--- src/rtl/cflag_pkg.sv ---
package cflag_pkg;

    typedef enum logic [1:0] {
        OPC_ADD   = 2'd0,
        OPC_SUB   = 2'd1,
        OPC_SHLOG = 2'd2,
        OPC_LOGIC = 2'd3
    } opc_e;

    typedef enum logic [3:0] {
        CND_ZS = 4'd0,  CND_ZC = 4'd1,  CND_CS = 4'd2,  CND_CC = 4'd3,
        CND_NS = 4'd4,  CND_NC = 4'd5,  CND_VS = 4'd6,  CND_VC = 4'd7,
        CND_UH = 4'd8,  CND_UL = 4'd9,  CND_SG = 4'd10, CND_SL = 4'd11,
        CND_GT = 4'd12, CND_LE = 4'd13, CND_AL = 4'd14, CND_NV = 4'd15
    } cnd_e;

    typedef struct packed {
        logic neg;
        logic zero;
        logic carry;
        logic ovf;
    } flags_t;

    localparam int FLAG_N_BIT = 3;
    localparam int FLAG_Z_BIT = 2;
    localparam int FLAG_C_BIT = 1;
    localparam int FLAG_V_BIT = 0;

endpackage

--- src/rtl/cflag_nzgen.sv ---
module cflag_nzgen #(
    parameter int DATA_W = 32
) (
    input  logic [DATA_W-1:0] res_i,
    output logic              neg_o,
    output logic              zero_o
);
    localparam int MSB = DATA_W - 1;

    always_comb begin
        neg_o  = res_i[MSB];
        zero_o = ~(|res_i);
    end
endmodule

--- src/rtl/cflag_cvgen.sv ---
module cflag_cvgen
    import cflag_pkg::*;
#(
    parameter int DATA_W = 32
) (
    input  opc_e              opc_i,
    input  logic [DATA_W-1:0] a_i,
    input  logic [DATA_W-1:0] b_i,
    input  logic              res_msb_i,
    input  logic              add_cout_i,
    input  logic              sh_cout_i,
    input  logic              cur_c_i,
    input  logic              cur_v_i,
    output logic              nxt_c_o,
    output logic              nxt_v_o
);
    localparam int MSB = DATA_W - 1;

    logic no_borrow;
    logic add_ovf;
    logic sub_ovf;

    always_comb begin
        no_borrow = (a_i >= b_i);
        add_ovf   = (a_i[MSB] == b_i[MSB]) && (res_msb_i != a_i[MSB]);
        sub_ovf   = (a_i[MSB] != b_i[MSB]) && (res_msb_i != a_i[MSB]);
    end

    always_comb begin
        nxt_c_o = cur_c_i;
        nxt_v_o = cur_v_i;
        unique case (opc_i)
            OPC_ADD: begin
                nxt_c_o = add_cout_i;
                nxt_v_o = add_ovf;
            end
            OPC_SUB: begin
                nxt_c_o = no_borrow;
                nxt_v_o = sub_ovf;
            end
            OPC_SHLOG: begin
                nxt_c_o = sh_cout_i;
                nxt_v_o = cur_v_i;
            end
            OPC_LOGIC: begin
                nxt_c_o = cur_c_i;
                nxt_v_o = cur_v_i;
            end
            default: begin
                nxt_c_o = cur_c_i;
                nxt_v_o = cur_v_i;
            end
        endcase
    end
endmodule

--- src/rtl/cflag_cond_eval.sv ---
module cflag_cond_eval
    import cflag_pkg::*;
(
    input  flags_t flg_i,
    input  cnd_e   cnd_i,
    output logic   pass_o
);
    logic n_eq_v;

    always_comb begin
        n_eq_v = (flg_i.neg == flg_i.ovf);
        pass_o = 1'b0;
        unique case (cnd_i)
            CND_ZS: pass_o = flg_i.zero;
            CND_ZC: pass_o = ~flg_i.zero;
            CND_CS: pass_o = flg_i.carry;
            CND_CC: pass_o = ~flg_i.carry;
            CND_NS: pass_o = flg_i.neg;
            CND_NC: pass_o = ~flg_i.neg;
            CND_VS: pass_o = flg_i.ovf;
            CND_VC: pass_o = ~flg_i.ovf;
            CND_UH: pass_o = flg_i.carry & ~flg_i.zero;
            CND_UL: pass_o = ~flg_i.carry | flg_i.zero;
            CND_SG: pass_o = n_eq_v;
            CND_SL: pass_o = ~n_eq_v;
            CND_GT: pass_o = ~flg_i.zero & n_eq_v;
            CND_LE: pass_o = flg_i.zero | ~n_eq_v;
            CND_AL: pass_o = 1'b1;
            CND_NV: pass_o = 1'b0;
            default: pass_o = 1'b0;
        endcase
    end
endmodule

--- src/rtl/cond_flag_unit.sv ---
module cond_flag_unit
    import cflag_pkg::*;
#(
    parameter int DATA_W = 32
) (
    input  logic              clk,
    input  logic              rst_n,
    input  logic [DATA_W-1:0] result,
    input  logic [DATA_W-1:0] opnd_a,
    input  logic [DATA_W-1:0] opnd_b,
    input  logic              add_cout,
    input  logic              shift_cout,
    input  logic [1:0]        op_class,
    input  logic              set_flags,
    input  logic [3:0]        cond_sel,
    output logic [3:0]        flags_q,
    output logic              cond_pass
);
    localparam int MSB = DATA_W - 1;

    typedef enum logic [1:0] {
        UPD_CLEAR = 2'd0,
        UPD_HOLD  = 2'd1,
        UPD_LOAD  = 2'd2
    } upd_e;

    flags_t cur_q;
    flags_t nxt_load;
    flags_t nxt_d;
    upd_e   upd;
    logic   n_new;
    logic   z_new;
    logic   c_new;
    logic   v_new;

    cflag_nzgen #(.DATA_W(DATA_W)) u_nz (
        .res_i  (result),
        .neg_o  (n_new),
        .zero_o (z_new)
    );

    cflag_cvgen #(.DATA_W(DATA_W)) u_cv (
        .opc_i      (opc_e'(op_class)),
        .a_i        (opnd_a),
        .b_i        (opnd_b),
        .res_msb_i  (result[MSB]),
        .add_cout_i (add_cout),
        .sh_cout_i  (shift_cout),
        .cur_c_i    (cur_q.carry),
        .cur_v_i    (cur_q.ovf),
        .nxt_c_o    (c_new),
        .nxt_v_o    (v_new)
    );

    always_comb begin
        upd = set_flags ? UPD_LOAD : UPD_HOLD;
        nxt_load = '{neg: n_new, zero: z_new, carry: c_new, ovf: v_new};
        nxt_d = cur_q;
        unique case (upd)
            UPD_LOAD:  nxt_d = nxt_load;
            UPD_HOLD:  nxt_d = cur_q;
            UPD_CLEAR: nxt_d = '0;
            default:   nxt_d = cur_q;
        endcase
    end

    always_ff @(posedge clk or negedge rst_n) begin
        if (!rst_n) begin
            cur_q <= '0;
        end else begin
            cur_q <= nxt_d;
        end
    end

    cflag_cond_eval u_cond (
        .flg_i  (cur_q),
        .cnd_i  (cnd_e'(cond_sel)),
        .pass_o (cond_pass)
    );

    always_comb begin
        flags_q = cur_q;
    end


    n_flag_chk: assert property (@(posedge clk) disable iff (!rst_n)
        set_flags |=> flags_q[FLAG_N_BIT] == $past(result[MSB]));


    z_flag_chk: assert property (@(posedge clk) disable iff (!rst_n)
        set_flags |=> flags_q[FLAG_Z_BIT] == ($past(result) == '0));


    add_carry_chk: assert property (@(posedge clk) disable iff (!rst_n)
        (set_flags && op_class == 2'd0) |=> flags_q[FLAG_C_BIT] == $past(add_cout));


    add_ovf_chk: assert property (@(posedge clk) disable iff (!rst_n)
        (set_flags && op_class == 2'd0 && opnd_a[MSB] == opnd_b[MSB]
         && result[MSB] != opnd_a[MSB]) |=> flags_q[FLAG_V_BIT]);


    sub_borrow_chk: assert property (@(posedge clk) disable iff (!rst_n)
        (set_flags && op_class == 2'd1 && opnd_a < opnd_b) |=> !flags_q[FLAG_C_BIT]);


    shift_carry_chk: assert property (@(posedge clk) disable iff (!rst_n)
        (set_flags && op_class == 2'd2) |=>
            (flags_q[FLAG_C_BIT] == $past(shift_cout)) && $stable(flags_q[FLAG_V_BIT]));


    logic_hold_chk: assert property (@(posedge clk) disable iff (!rst_n)
        (set_flags && op_class == 2'd3) |=> $stable(flags_q[FLAG_C_BIT:FLAG_V_BIT]));


    no_update_chk: assert property (@(posedge clk) disable iff (!rst_n)
        !set_flags |=> $stable(flags_q));


    always_pass_chk: assert property (@(posedge clk) disable iff (!rst_n)
        (cond_sel == 4'd14) |-> cond_pass);


    never_pass_chk: assert property (@(posedge clk) disable iff (!rst_n)
        (cond_sel == 4'd15) |-> !cond_pass);

endmodule

--- config.mk ---
export PLATFORM = sky130hd
export DESIGN_NAME = cond_flag_unit
export DESIGN_NICKNAME = d
export VERILOG_FILES = /design/src/rtl/cflag_pkg.sv /design/src/rtl/cflag_nzgen.sv /design/src/rtl/cflag_cvgen.sv /design/src/rtl/cflag_cond_eval.sv /design/src/rtl/cond_flag_unit.sv
export SDC_FILE = /design/constraint.sdc
export NUM_CORES = 1
export LEC_CHECK = 0
export ABC_CLOCK_PERIOD_IN_PS = 1600
export BUFFER_PORTS_ARGS = -buffer_cell sky130_fd_sc_hd__buf_2
export CAP_MARGIN = 30
export CORE_MARGIN = 5
export CORE_UTILIZATION = 35
export CTS_BUF_LIST = sky130_fd_sc_hd__clkbuf_16
export CTS_CLUSTER_DIAMETER = 60
export DETAILED_ROUTE_END_ITERATION = 12
export MAX_ROUTING_LAYER = met4
export PLACE_DENSITY = 0.78
export SLEW_MARGIN = 10
export SYNTH_ARGS = -nofsm -noshare
export SYNTH_HDL_FRONTEND = slang
export SYNTH_SLANG_ARGS = --single-unit
--- constraint.sdc ---
create_clock -name clk -period 1.6 [get_ports clk]
set_input_delay 0.24 -clock clk [delete_from_list [all_inputs] [get_ports clk]]
set_output_delay 0.24 -clock clk [all_outputs]
set_load 0.05 [all_outputs]
Word level (Yosys, flattened, before mapping)
Index checks and enable logic that the tools add are counted.
{ "totals": {"ff_bits": 4, "out_inout_bits": 5, "wordCells": 55} }
{ "classes": {"n_lt_le_gt_ge": 1, "eq_ne": 25, "n_mux": 5, "n_bitwise": 10, "reduce_logical": 10} }
{ "op_table": {"columns": ["cell", "count"], "rows": [
  ["4-bit equality test, second input constant", 8],
  ["32-bit >= comparator", 1],
  ["32-bit OR reduction", 1],
  ["4-bit by 3-bit equality test with 1-bit output, second input constant", 4],
  ["1-bit case mux with 16 select lines", 1],
  ["4-bit by 2-bit equality test with 1-bit output, second input constant", 2],
  ["4-bit case mux with 2 select lines", 1],
  ["2-bit equality test, second input constant", 3],
  ["1-bit inverter", 6],
  ["4-bit by 1-bit equality test with 1-bit output, second input constant", 1],
  ["2-bit zero test", 2],
  ["4-bit zero test", 1],
  ["2-bit != test, second input constant", 2],
  ["2-bit AND reduction", 2],
  ["1-bit case mux with 3 select lines", 1],
  ["1-bit bitwise AND", 2],
  ["1-bit equality test", 2],
  ["2-bit by 1-bit equality test with 1-bit output, second input constant", 1],
  ["1-bit logical AND", 2],
  ["2-bit 2-to-1 mux", 1],
  ["1-bit != test", 2],
  ["1-bit bitwise OR", 2],
  ["1-bit case mux with 2 select lines", 1],
  ["2-bit nonzero test", 1],
  ["2-bit OR reduction", 1]
]} }

Depth between registers and ports, before layout
{ "logic_depth": {"ltp_word": 4, "mapped_depth": 7} }

By module
Synthesis repeated with hierarchy kept, for this count alone.
{ "unflattened": {"cells_unflattened": 168, "area_unflattened_um2": 1266.2} }
{ "by_module_without_submodules": {"columns": ["mod", "n_inst", "cells_per_inst", "area_per_inst_um2"], "rows": [
  ["cflag_cvgen", 1, 125, 885.8],
  ["cflag_cond_eval", 1, 23, 155.1],
  ["cond_flag_unit", 1, 8, 145.1],
  ["cflag_nzgen", 1, 12, 80.1]
]} }

Worst setup path before layout
OpenSTA, ideal clock, no wires.
{ "synth_path": {"kind": "reg2out", "start": "register cur_q (netlist bit flags_q[3])", "end": "output cond_pass", "arrival_time_ps": 1992, "t_required_ps": 1360, "slack_ps": -632, "stages_incl_launch_ff": 6, "path_buffers": 0, "path_cell_list": "dfrtp_1 -> xnor2_1 -> mux2_4 -> a311o_1 -> o211ai_2 -> o21a_1"} }
{ "synth_between": {"elab_chain_cells": 4, "elab_cells_between_ends": 6, "cone_classes": "eq/ne (1); mux (1); bitwise (4)"} }
{ "synth_lines": {"columns": ["item", "line_no", "text"], "rows": [
  ["from (decl)", "cond_flag_unit.sv:27", "flags_t cur_q;"],
  ["from (signal assigned)", "cond_flag_unit.sv:71", "cur_q <= nxt_d;"],
  ["1-bit equality test", "cflag_cond_eval.sv:11", "n_eq_v = (flg_i.neg == flg_i.ovf);"],
  ["1-bit inverter", "cflag_cond_eval.sv:25, cflag_cond_eval.sv:27", null],
  ["1-bit bitwise OR", "cflag_cond_eval.sv:27", "CND_LE: pass_o = flg_i.zero | ~n_eq_v;"],
  ["1-bit case mux with 16 select lines (*)", "cflag_cond_eval.sv:13", "unique case (cnd_i)"],
  ["to (decl)", "cond_flag_unit.sv:17", "output logic cond_pass"]
]} }
Every way passes the cells marked *; elsewhere a longest branch is shown, timed or not.

Worst setup path after layout
Ends and elaborated chain as after synthesis.

==> results.json <==
{
  "crit_chain": "xnor2_2 > mux2_4 > a311o_1 > o211ai_2 > o21a_4 > buf_8",
  "finClkSkew_ns": 0,
  "period_share_pct": 125.3,
  "hp-class": "in -> reg",
  "grt_pass1_wl_um": 6927,
  "wirelength_um": 4042,
  "seq_area_frac_synth_pct": 7.678,
  "drt-pass1-iter-count": 4,
  "critPathMaxStageDelay_ns": 0.41,
  "largest_reg_flops": 4,
  "worstMarginPinSlew_ns": 0.3650,
  "reg2regPathDepth": 5,
  "port_buffers": 111,
  "post-place-ws_ns": -0.2744,
  "rows": 22,
  "netlist_area_um2": 1304,
  "crit_end": "cond_pass",
  "tritoncts": "built",
  "worst_hold_startpoint": "set_flags",
  "vias": 1639,
  "final_common_cell": "buf_2",
  "clockBufferDepth": 2,
  "gp_congestion": 0.8460,
  "final_cell_mix": "buf_2 (110), inv_1 (39), ha_1 (35)",
  "synth_cell_types": 36,
  "overflow": 0,
  "grt_max_degree": 8,
  "yosysWarnings": 0,
  "num_antenna_cells": 0,
  "p_leak_nw": 1.295,
  "slew_headroom_pct": 75.04,
  "netlist_instances": 176,
  "dp_hpwl_um": 3770,
  "wl_per_cell_um": 11.32,
  "ant_nets": 0,
  "total_power_mw": 1.096,
  "syn_nets": 318,
  "synth_edf_count": 0,
  "rr_startpoint": "flags_q[1]$_DFFE_PN0P_",
  "grt_util_all_layers_pct": 16.81,
  "outcome": "finished with violations",
  "start_util_pct": 35.88,
  "grt_antenna_before_repair": 0,
  "finalHoldViolCount": 0,
  "fmax_ghz": 0.4988,
  "clock-sinks": 4,
  "yosys-top-cells-area": "ha_1 (34%), inv_1 (11%), dfrtp_1 (7.7%)",
  "p_per_area_nw_per_um2": 501.6,
  "die_w_um": 71.03,
  "r2r-end": "flags_q[1]$_DFFE_PN0P_",
  "drc_errors": 0,
  "post-route-util_pct": 60.12,
  "htree_levels": 1,
  "die-area_um2": 5045,
  "path_max_fanout": 2,
  "numCtsBuffers": 3,
  "setup_violations": 1,
  "synth_seq_cells": 4,
  "critPathKind": "reg -> out",
  "crit_family": "compound AO/OA/AOI/OAI gates",
  "fp.dieH_um": 71.03,
  "drive_above_1_share_pct": 45.95,
  "core-area_um2": 3633,
  "grt_pass1_vias": 1727,
  "fin_ws_ns": -0.4049,
  "nets": 452,
  "crit_arrival_ns": 1.76,
  "maxCapViolations": 0,
  "avgViaCountPerCell": 4.591,
  "worstSetupStartpoint": "flags_q[3]$_DFFE_PN0P_",
  "root_buffer": "clkbuf_16",
  "critPathBufInv": 1,
  "cts_setup_buffers": 0,
  "avgSynthCellArea_um2": 7.408,
  "cp_num_cells": 6,
  "area_delta_synth_final_pct": 67.56,
  "peakVddDrop_mv": 0.2997,
  "cp-end-kind": "primary output",
  "io_pins": 112,
  "rsz0062_at_grt": "yes",
  "fin_crit_ns": 2.005,
  "drv_slew": 0,
  "clk_latency_ns": 0.23,
  "violations": "setup timing",
  "clk_pin_slew_worst_paths_ns": 0.03,
  "cp.required_ns": 1.36,
  "start_kind": "flip-flop",
  "slowest_stage": "dfrtp_2",
  "yosys.area.top_type": "ha_1",
  "fillCellCount": 350,
  "drt_iter0_drc": 60,
  "synth_top_area_share_pct": 33.59,
  "r2r_slack_ns": 0.18,
  "synth_ff_type": "dfrtp_1",
  "async_flop_share_pct": 100.0
}
[metrics by stage]
| stage | instance area [µm²] | TNS (ns) | hold slack (ns) | instances |
|---|---|---|---|---|
| 2_1_floorplan | 1325 | -0.2449 | -0.05559 | 176 |
| 3_5_place_dp | 2072 | -0.5385 | 0.04901 | 352 |
| 3_3_place_gp | 2072 | -0.4780 | 0.05174 | 352 |
| 5_1_grt | 2185 | -0.4729 | 0.3015 | 357 |
| 4_1_cts | 2177 | -0.4177 | 0.2684 | 357 |
| 6_report | 2185 | -0.4049 | 0.2726 | 357 |
[synthesized netlist by cell type (all sizes together) (2+ instances only)]
cell,instances
nand2,14
o21a,2
nor3b,2
nor3,3
mux2i,2
ha,35
nor4b,2
nand3,2
nand4,6
inv,38
dfrtp,4
nor4,6
nor2b,2
buf,2
a211oi,3
xnor2,3
o21ai,8
nor2,7
o211ai,2
a2111oi,2
or4,2
a21oi,11
and4,5
nand2b,2
[cell type report]
type                    count  area, µm²  area share (%)
multi-input cells         131       1076           49.26
well taps                  48      60.06           2.749
repair buffers            132      725.7           33.22
flip-flops and latches      4      101.3           4.639
clock buffers               3      75.07           3.436
clock inverters             1      3.754          0.1718
inverters                  38      142.6           6.529
[power breakdown]
group | internal [mW] | total (mW) | switching (mW)
Sequential | 0.113 | 0.124 | 0.0108
Combinational | 0.303 | 0.574 | 0.271
Clock | 0.323 | 0.398 | 0.0749
[worst reg2reg max path: stages (launching register included)]
cell     delay [ns]
dfrtp_1        0.39
buf_4          0.14
nand2_1        0.08
nor4b_2        0.23
nand4_1        0.13
a221o_1        0.33
[worst min path at each step]
stage	cells past startpoint	endpoint	slack (ns)
2_1_floorplan	0	flags_q[0]$_DFFE_PN0P_	-0.06
3_3_place_gp	1	flags_q[0]$_DFFE_PN0P_	0.05
3_5_place_dp	1	flags_q[0]$_DFFE_PN0P_	0.05
4_1_cts	2	flags_q[3]$_DFFE_PN0P_	0.27
5_1_grt	2	flags_q[3]$_DFFE_PN0P_	0.30
6_report	2	flags_q[3]$_DFFE_PN0P_	0.27
[routing by layer]
metal,up-vias,GRT usage [%],part of all wire [%]
li1,898,-,-
met1,684,20.27,43
met2,55,28.12,49
met3,2,4.545,7.5
met4,0,3.340,0.74
met5,-,-,0
[logic make-up (layout without fill, tap and decap cells)]
logic type	after synthesis	count (layout)	synth area share (%)
XOR/XNOR	3	3	2.016
buffers and inverters	41	174	12.38
AND/OR/NAND/NOR	54	54	23.32
flip-flops	4	4	7.678
adder cells (fa/ha/maj)	35	35	33.59
multiplexers	3	3	2.687
AO/OA/AOI/OAI	36	36	18.33
[repair_timing]
item,in CTS,in global routing
gates resized for setup,4,2
pin swaps,0,2
hold buffers,1,0
hold endpoints to repair,4,0
setup endpoints to repair,2,2
No activity file was read; power rests on OpenSTA's default activity.
